<file path="src/rtl/idma_pkg.sv">
package idma_pkg;
  // Strobes from the control half to the address datapath
  typedef struct packed {
    logic load;      // latch parameters, new transfer
    logic step;      // one quadword accepted by the write port
    logic blockEnd;  // accepted quadword closes its block
  } dmaStrobe_t;
endpackage

</file>
<file path="src/rtl/idma_ctrl.sv">
module idma_ctrl
  import idma_pkg::*;
#(
  parameter int CNT_W = 16
) (
  input  logic             clk,
  input  logic             rstN,
  input  logic             start,
  input  logic [CNT_W-1:0] totalQwc,
  input  logic [CNT_W-1:0] blockQwc,
  input  logic             wrReady,
  output dmaStrobe_t       stb,
  output logic             wrValid,
  output logic [CNT_W-1:0] remaining,
  output logic             busy,
  output logic             done
);
  localparam logic [CNT_W-1:0] ONE = CNT_W'(1);

  logic             busyQ, doneQ;
  logic [CNT_W-1:0] cntQ, blkSizeQ, blkLeftQ;
  logic [CNT_W-1:0] effBlk, cntLess;

  function automatic logic [CNT_W-1:0] minOf(input logic [CNT_W-1:0] a, input logic [CNT_W-1:0] b);
    return (a < b) ? a : b;
  endfunction

  assign effBlk       = (blockQwc == '0) ? totalQwc : blockQwc;
  assign cntLess      = cntQ - ONE;
  assign stb.load     = start && !busyQ;
  assign stb.step     = busyQ && wrReady;
  assign stb.blockEnd = stb.step && (blkLeftQ == ONE);

  always_ff @(posedge clk) begin
    if (!rstN) begin
      busyQ    <= 1'b0;
      doneQ    <= 1'b0;
      cntQ     <= '0;
      blkSizeQ <= '0;
      blkLeftQ <= '0;
    end else begin
      doneQ <= 1'b0;
      if (stb.load) begin
        cntQ     <= totalQwc;
        blkSizeQ <= effBlk;
        blkLeftQ <= minOf(effBlk, totalQwc);
        busyQ    <= (totalQwc != '0);
        doneQ    <= (totalQwc == '0);
      end else if (stb.step) begin
        cntQ <= cntLess;
        if (cntQ == ONE) begin
          busyQ <= 1'b0;
          doneQ <= 1'b1;
        end
        if (stb.blockEnd) blkLeftQ <= minOf(blkSizeQ, cntLess);
        else              blkLeftQ <= blkLeftQ - ONE;
      end
    end
  end

  assign wrValid   = busyQ;
  assign busy      = busyQ;
  assign done      = doneQ;
  assign remaining = cntQ;
endmodule

</file>
<file path="src/rtl/idma_datapath.sv">
module idma_datapath
  import idma_pkg::*;
#(
  parameter int ADDR_W  = 32,
  parameter int CNT_W   = 16,
  parameter int DATA_W  = 128,
  parameter bit RING_EN = 1'b1
) (
  input  logic              clk,
  input  logic              rstN,
  input  dmaStrobe_t        stb,
  input  logic [CNT_W-1:0]  skipQwc,
  input  logic [ADDR_W-1:0] srcStart,
  input  logic [ADDR_W-1:0] dstStart,
  input  logic              ringMode,
  input  logic [ADDR_W-1:0] ringBase,
  input  logic [ADDR_W-1:0] ringMask,
  input  logic [DATA_W-1:0] rdData,
  output logic [ADDR_W-1:0] srcAddr,
  output logic [ADDR_W-1:0] dstAddr,
  output logic [DATA_W-1:0] wrData,
  output logic [CNT_W-1:0]  ringXfer
);
  localparam int QW_BYTES = DATA_W / 8;
  localparam int QW_SHIFT = $clog2(QW_BYTES);
  localparam logic [ADDR_W-1:0] QW_INC = ADDR_W'(QW_BYTES);

  logic [ADDR_W-1:0] srcQ, dstQ, baseQ, maskQ, stepBytes, dstRaw, dstNext;
  logic [CNT_W-1:0]  skipQ;
  logic              ringQ;

  assign stepBytes = stb.blockEnd ? ((ADDR_W'(skipQ) + ADDR_W'(1)) << QW_SHIFT) : QW_INC;
  assign dstRaw    = dstQ + stepBytes;
  assign dstNext   = ringQ ? (baseQ + (dstRaw & maskQ)) : dstRaw;

  always_ff @(posedge clk) begin
    if (!rstN) begin
      srcQ  <= '0;
      dstQ  <= '0;
      baseQ <= '0;
      maskQ <= '0;
      skipQ <= '0;
      ringQ <= 1'b0;
    end else if (stb.load) begin
      srcQ  <= srcStart;
      dstQ  <= dstStart;
      baseQ <= ringBase;
      maskQ <= ringMask;
      skipQ <= skipQwc;
      ringQ <= ringMode && RING_EN;
    end else if (stb.step) begin
      srcQ <= srcQ + QW_INC;
      dstQ <= dstNext;
    end
  end

  generate
    if (RING_EN) begin : g_ringCnt
      logic [CNT_W-1:0] ringCntQ;
      always_ff @(posedge clk) begin
        if (!rstN)                    ringCntQ <= '0;
        else if (stb.load)            ringCntQ <= '0;
        else if (stb.step && ringQ)   ringCntQ <= ringCntQ + CNT_W'(1);
      end
      assign ringXfer = ringCntQ;
    end else begin : g_noRing
      assign ringXfer = '0;
    end
  endgenerate

  assign srcAddr = srcQ;
  assign dstAddr = dstQ;
  assign wrData  = rdData;
endmodule

</file>
<file path="src/rtl/idma_interleave.sv">
module idma_interleave
  import idma_pkg::*;
#(
  parameter int ADDR_W  = 32,
  parameter int CNT_W   = 16,
  parameter int DATA_W  = 128,
  parameter bit RING_EN = 1'b1
) (
  input  logic              clk,
  input  logic              rstN,
  input  logic              start,
  input  logic [CNT_W-1:0]  totalQwc,
  input  logic [CNT_W-1:0]  blockQwc,
  input  logic [CNT_W-1:0]  skipQwc,
  input  logic [ADDR_W-1:0] srcStart,
  input  logic [ADDR_W-1:0] dstStart,
  input  logic              ringMode,
  input  logic [ADDR_W-1:0] ringBase,
  input  logic [ADDR_W-1:0] ringMask,
  input  logic [DATA_W-1:0] rdData,
  output logic              wrValid,
  input  logic              wrReady,
  output logic [DATA_W-1:0] wrData,
  output logic [ADDR_W-1:0] wrAddr,
  output logic [ADDR_W-1:0] srcAddr,
  output logic [CNT_W-1:0]  remaining,
  output logic              busy,
  output logic              done,
  output logic [CNT_W-1:0]  ringXfer
);
  dmaStrobe_t stb;

  idma_ctrl #(.CNT_W(CNT_W)) u_ctrl (
    .clk(clk), .rstN(rstN), .start(start), .totalQwc(totalQwc),
    .blockQwc(blockQwc), .wrReady(wrReady), .stb(stb), .wrValid(wrValid),
    .remaining(remaining), .busy(busy), .done(done)
  );

  idma_datapath #(.ADDR_W(ADDR_W), .CNT_W(CNT_W), .DATA_W(DATA_W), .RING_EN(RING_EN)) u_dp (
    .clk(clk), .rstN(rstN), .stb(stb), .skipQwc(skipQwc), .srcStart(srcStart),
    .dstStart(dstStart), .ringMode(ringMode), .ringBase(ringBase), .ringMask(ringMask),
    .rdData(rdData), .srcAddr(srcAddr), .dstAddr(wrAddr), .wrData(wrData),
    .ringXfer(ringXfer)
  );
endmodule

</file>
<file path="config.mk">
export PLATFORM = sky130hd
export DESIGN_NAME = idma_interleave
export DESIGN_NICKNAME = d
export VERILOG_FILES = /design/src/rtl/idma_pkg.sv /design/src/rtl/idma_ctrl.sv /design/src/rtl/idma_datapath.sv /design/src/rtl/idma_interleave.sv
export SDC_FILE = /design/constraint.sdc
export NUM_CORES = 1
export LEC_CHECK = 0
export ABC_AREA = 1
export BUFFER_PORTS_ARGS = -buffer_cell sky130_fd_sc_hd__buf_2
export CORE_MARGIN = 4
export CORE_UTILIZATION = 25
export DETAILED_ROUTE_END_ITERATION = 10
export PLACE_DENSITY_LB_ADDON = 0.12
export SLEW_MARGIN = 15
export SYNTH_ARGS = -nofsm -noshare
export SYNTH_HDL_FRONTEND = slang
export SYNTH_SLANG_ARGS = --single-unit
</file>
<file path="constraint.sdc">
create_clock -name clk -period 5.47 [get_ports clk]
set_input_delay 0.2735 -clock clk [delete_from_list [all_inputs] [get_ports clk]]
set_output_delay 0.2735 -clock clk [all_outputs]
set_load 0.005 [all_outputs]
</file>
==> run metrics <==
leakage=8.68 nW; HP Start=totalQwc[13]; antenna-violating nets left=0; Final Hold Vio Count=0; Layout Area Growth over Synthesis=24.6%; Fmax=196 MHz; final slew viol count=0; Multi-input gate area=9150 um2; FF-to-FF setup slack=0.37 ns; Detail Placement HPWL=51800 um; die height=257 um; Wirelength per Cell=19.6 um; Worst EP arrival=5.63 ns; CP max FO=6; Via density=4.81; Synth Area per Inst=6.66 um2; H-tree depth=1; max-cap viol count=0; internal power=3.37 mW; Reg clk slew, reported paths=0.06 ns; Clock power frac=40.7%; clock buffer depth=3; I/O Buffers=279; synth unique cells=62; Overall Global Routing Usage=19.5%; Post-synth EDFFs=0; number of synthesized register bits=211; Tmin final=5.10 ns; switching share of power=33.7%; CTS tree=done; Synth area leaders=dfxtp_1 27%, nand2_1 12%, ha_1 6.9%, buf_4 6.4%, inv_1 6.0%; DP Area=16900 um2; depth of the most critical reg-to-reg path=29; Gate power share=23.8%; most used cell along the critical path=nand2_1; layout cells sized above 1=18.0%; residual DRC count=0; Max IR drop VDD=0.224 mV; final worst path period share=93.2%; Tightest Pin Transition=0.942 ns; Clock Sinks=211; Layout fillers=6751; Crit-path slowest cell=dfxtp_2; WHS=0.0362 ns; syn_nets=2727; hold endpoint=u_ctrl.remaining[13]; die area=66100 um2; Max-slew headroom=36.6%; global-route wire length before repair=101000 um; Worst setup EP type=flop; DR vias=16600; placer congestion estimate=0.945; WL final=67700 um; drt initial violations=1012; net switching power=1.71 mW; register area=4230 um2; Initial Utilization=25.2%; sequential-to-total area share from yosys stat=27.2%; CP peak stage delay=0.35 ns; Final Setup Violations=0; top-area cell type share of the netlist area=27.2%; Worst setup SP type=flop; CTS Root Cell=clkbuf_16; reg2reg start=u_dp.skipQ[0]; Required @ worst endpoint=6.00 ns; Synth Flop Type=dfxtp_1; Yosys top cell by area=dfxtp_1; P per Cell Area=263 nW/um2; Mapped Area=15500 um2; Synthesis Warnings=0; total congestion overflow=0; Final Skew=0.0278 ns; Num CTS Buffers=29; initial antenna violation count=2; vias in the first global route=16600; total core area=61600 um2; TritonRoute pass-1 iters=5; worst setup path class=reg2reg; pin count of the biggest net entering global routing=65; Inst Count DP=3262; Die Wd=257 um; HP Class=in2reg; worst hold path depth=3; site row count=91; Reg power frac=35.5%; # IOs=536; Mapped Cells=2331; Non-Filler Instances=3449; TNS Setup=0 ns; R2R Path End=u_dp.dstAddr[23]; NumNets Final=2983; Worst-Skew Late Latency=0.60 ns; status=completed; Final Cell Area=19300 um2; fraction of registers with async set/reset=0%
metrics by stage:
step | power, mW | util, % | setup slack [ns]
detailed placement | 2.98 | 27.4 | -0.0677
CTS | 5.17 | 31.1 | 0.0000564
global route | 5.37 | 31.4 | -0.0211
global placement | 2.98 | 27.4 | -0.161
finish | 5.08 | 31.4 | 0.370
floorplan | 2.57 | - | 1.25
per-layer routing:
layer	global-route usage [%]	part of all wire, %	vias to the layer above	wire length, um
met1	24.9	44	7815	29800
met4	4.83	2.5	2	1690
li1	-	-	8185	-
met2	34.3	48	490	32500
met3	3.16	5.4	87	3640
met5	0	0.019	-	13
cell families after synthesis:
logic type,share of synthesized area [%]
XOR/XNOR,2.93
flip-flops,27.2
AO/OA/AOI/OAI,19.3
buffers and inverters,14.9
adder cells (fa/ha/maj),7.11
AND/OR/NAND/NOR,28.6
placed cells by master, fill, tap and decap left out, drive strengths merged, types with 38 or more instances in the layout:
cell / netlist / routed
a21oi: 176 / 176
dlygate4sd3: 0 / 129
nand2: 491 / 491
ha: 85 / 85
inv: 272 / 271
nand4: 45 / 45
nor2: 215 / 215
dfxtp: 211 / 211
xor2: 38 / 38
nand3: 154 / 154
nor3: 42 / 42
a22o: 48 / 48
buf: 154 / 302
o21ai: 175 / 175
synth_stat cells (5+ instances only):
| cell type | n |
|---|---|
| nor4_1 | 8 |
| inv_2 | 22 |
| inv_1 | 250 |
| nand3_2 | 6 |
| nand3_1 | 148 |
| buf_1 | 8 |
| o21ai_1 | 30 |
| or2_1 | 9 |
| xnor2_1 | 14 |
| xor2_1 | 38 |
| o211ai_1 | 11 |
| or2_2 | 13 |
| nand4_1 | 44 |
| o21bai_1 | 7 |
| nor3_1 | 31 |
| buf_4 | 132 |
| nor2_2 | 12 |
| nor2_1 | 199 |
| o21ai_0 | 142 |
| dfxtp_1 | 211 |
| ha_1 | 85 |
| nand2_2 | 6 |
| o22ai_1 | 15 |
| a31oi_1 | 32 |
| buf_2 | 13 |
| nand2_1 | 484 |
| a21o_1 | 15 |
| o21a_1 | 5 |
| a22o_1 | 48 |
| nor3_2 | 11 |
| clkbuf_1 | 52 |
| a21oi_1 | 174 |
flip-flops by register name, summed over array words and instances, names as in the netlist:
name              cells
u_dp.baseQ           32
u_dp.dstAddr         32
u_dp.maskQ           32
u_dp.srcAddr         32
u_ctrl.blkLeftQ      16
u_ctrl.blkSizeQ      16
u_ctrl.remaining     16
u_dp.ringXfer        16
u_dp.skipQ           16
u_ctrl.busy           1
u_ctrl.done           1
u_dp.ringQ            1
power groups by stage:
stage	registers (mW)	logic [mW]	clock network (mW)
finish	1.80	1.21	2.07
global route	1.82	1.36	2.20
CTS	1.80	1.22	2.15
detailed placement	1.83	1.14	0
global placement	1.83	1.14	0
floorplan	1.79	0.784	0
worst max-delay path: cells and delay by family (launching register included):
kind	cells	cell delay, ns
compound gates	7	1.25
fa+ha+maj	3	0.72
buf+inv	4	0.33
flops	1	0.35
simple gates	15	2.37
worst max path at each step:
stage	from	end	slack, ns	cells after the start
floorplan	u_ctrl.busy	u_dp.dstAddr[17]	1.25	27
CTS	u_dp.skipQ[0]	u_dp.dstAddr[27]	0.00006	30
finish	u_dp.skipQ[0]	u_dp.dstAddr[23]	0.37	29
global route	u_dp.skipQ[0]	u_dp.dstAddr[28]	-0.02	30
detailed placement	u_dp.skipQ[0]	u_dp.dstAddr[27]	-0.07	30
global placement	u_dp.skipQ[0]	u_dp.dstAddr[27]	-0.16	30
layout make-up:
class	instances	share of cell area, %
Antenna cell	2	0.0259
Clock buffer	36	4.04
Timing Repair Buffer	431	14.8
Inverter	272	5.29
Clock inverter	18	1.25
Sequential cell	211	21.9
Tap cell	837	5.42
Multi-Input combinational cell	1642	47.3
repair_timing:
action | CTS | global route
resized for setup | 2 | 29
endpoints found under the hold margin | 129 | 0
endpoints found under the setup margin | 1 | 10
hold buffers | 129 | 0
buffers inserted | 0 | 2
pin swaps | 1 | 7
No activity file was read; power rests on OpenSTA's default activity.
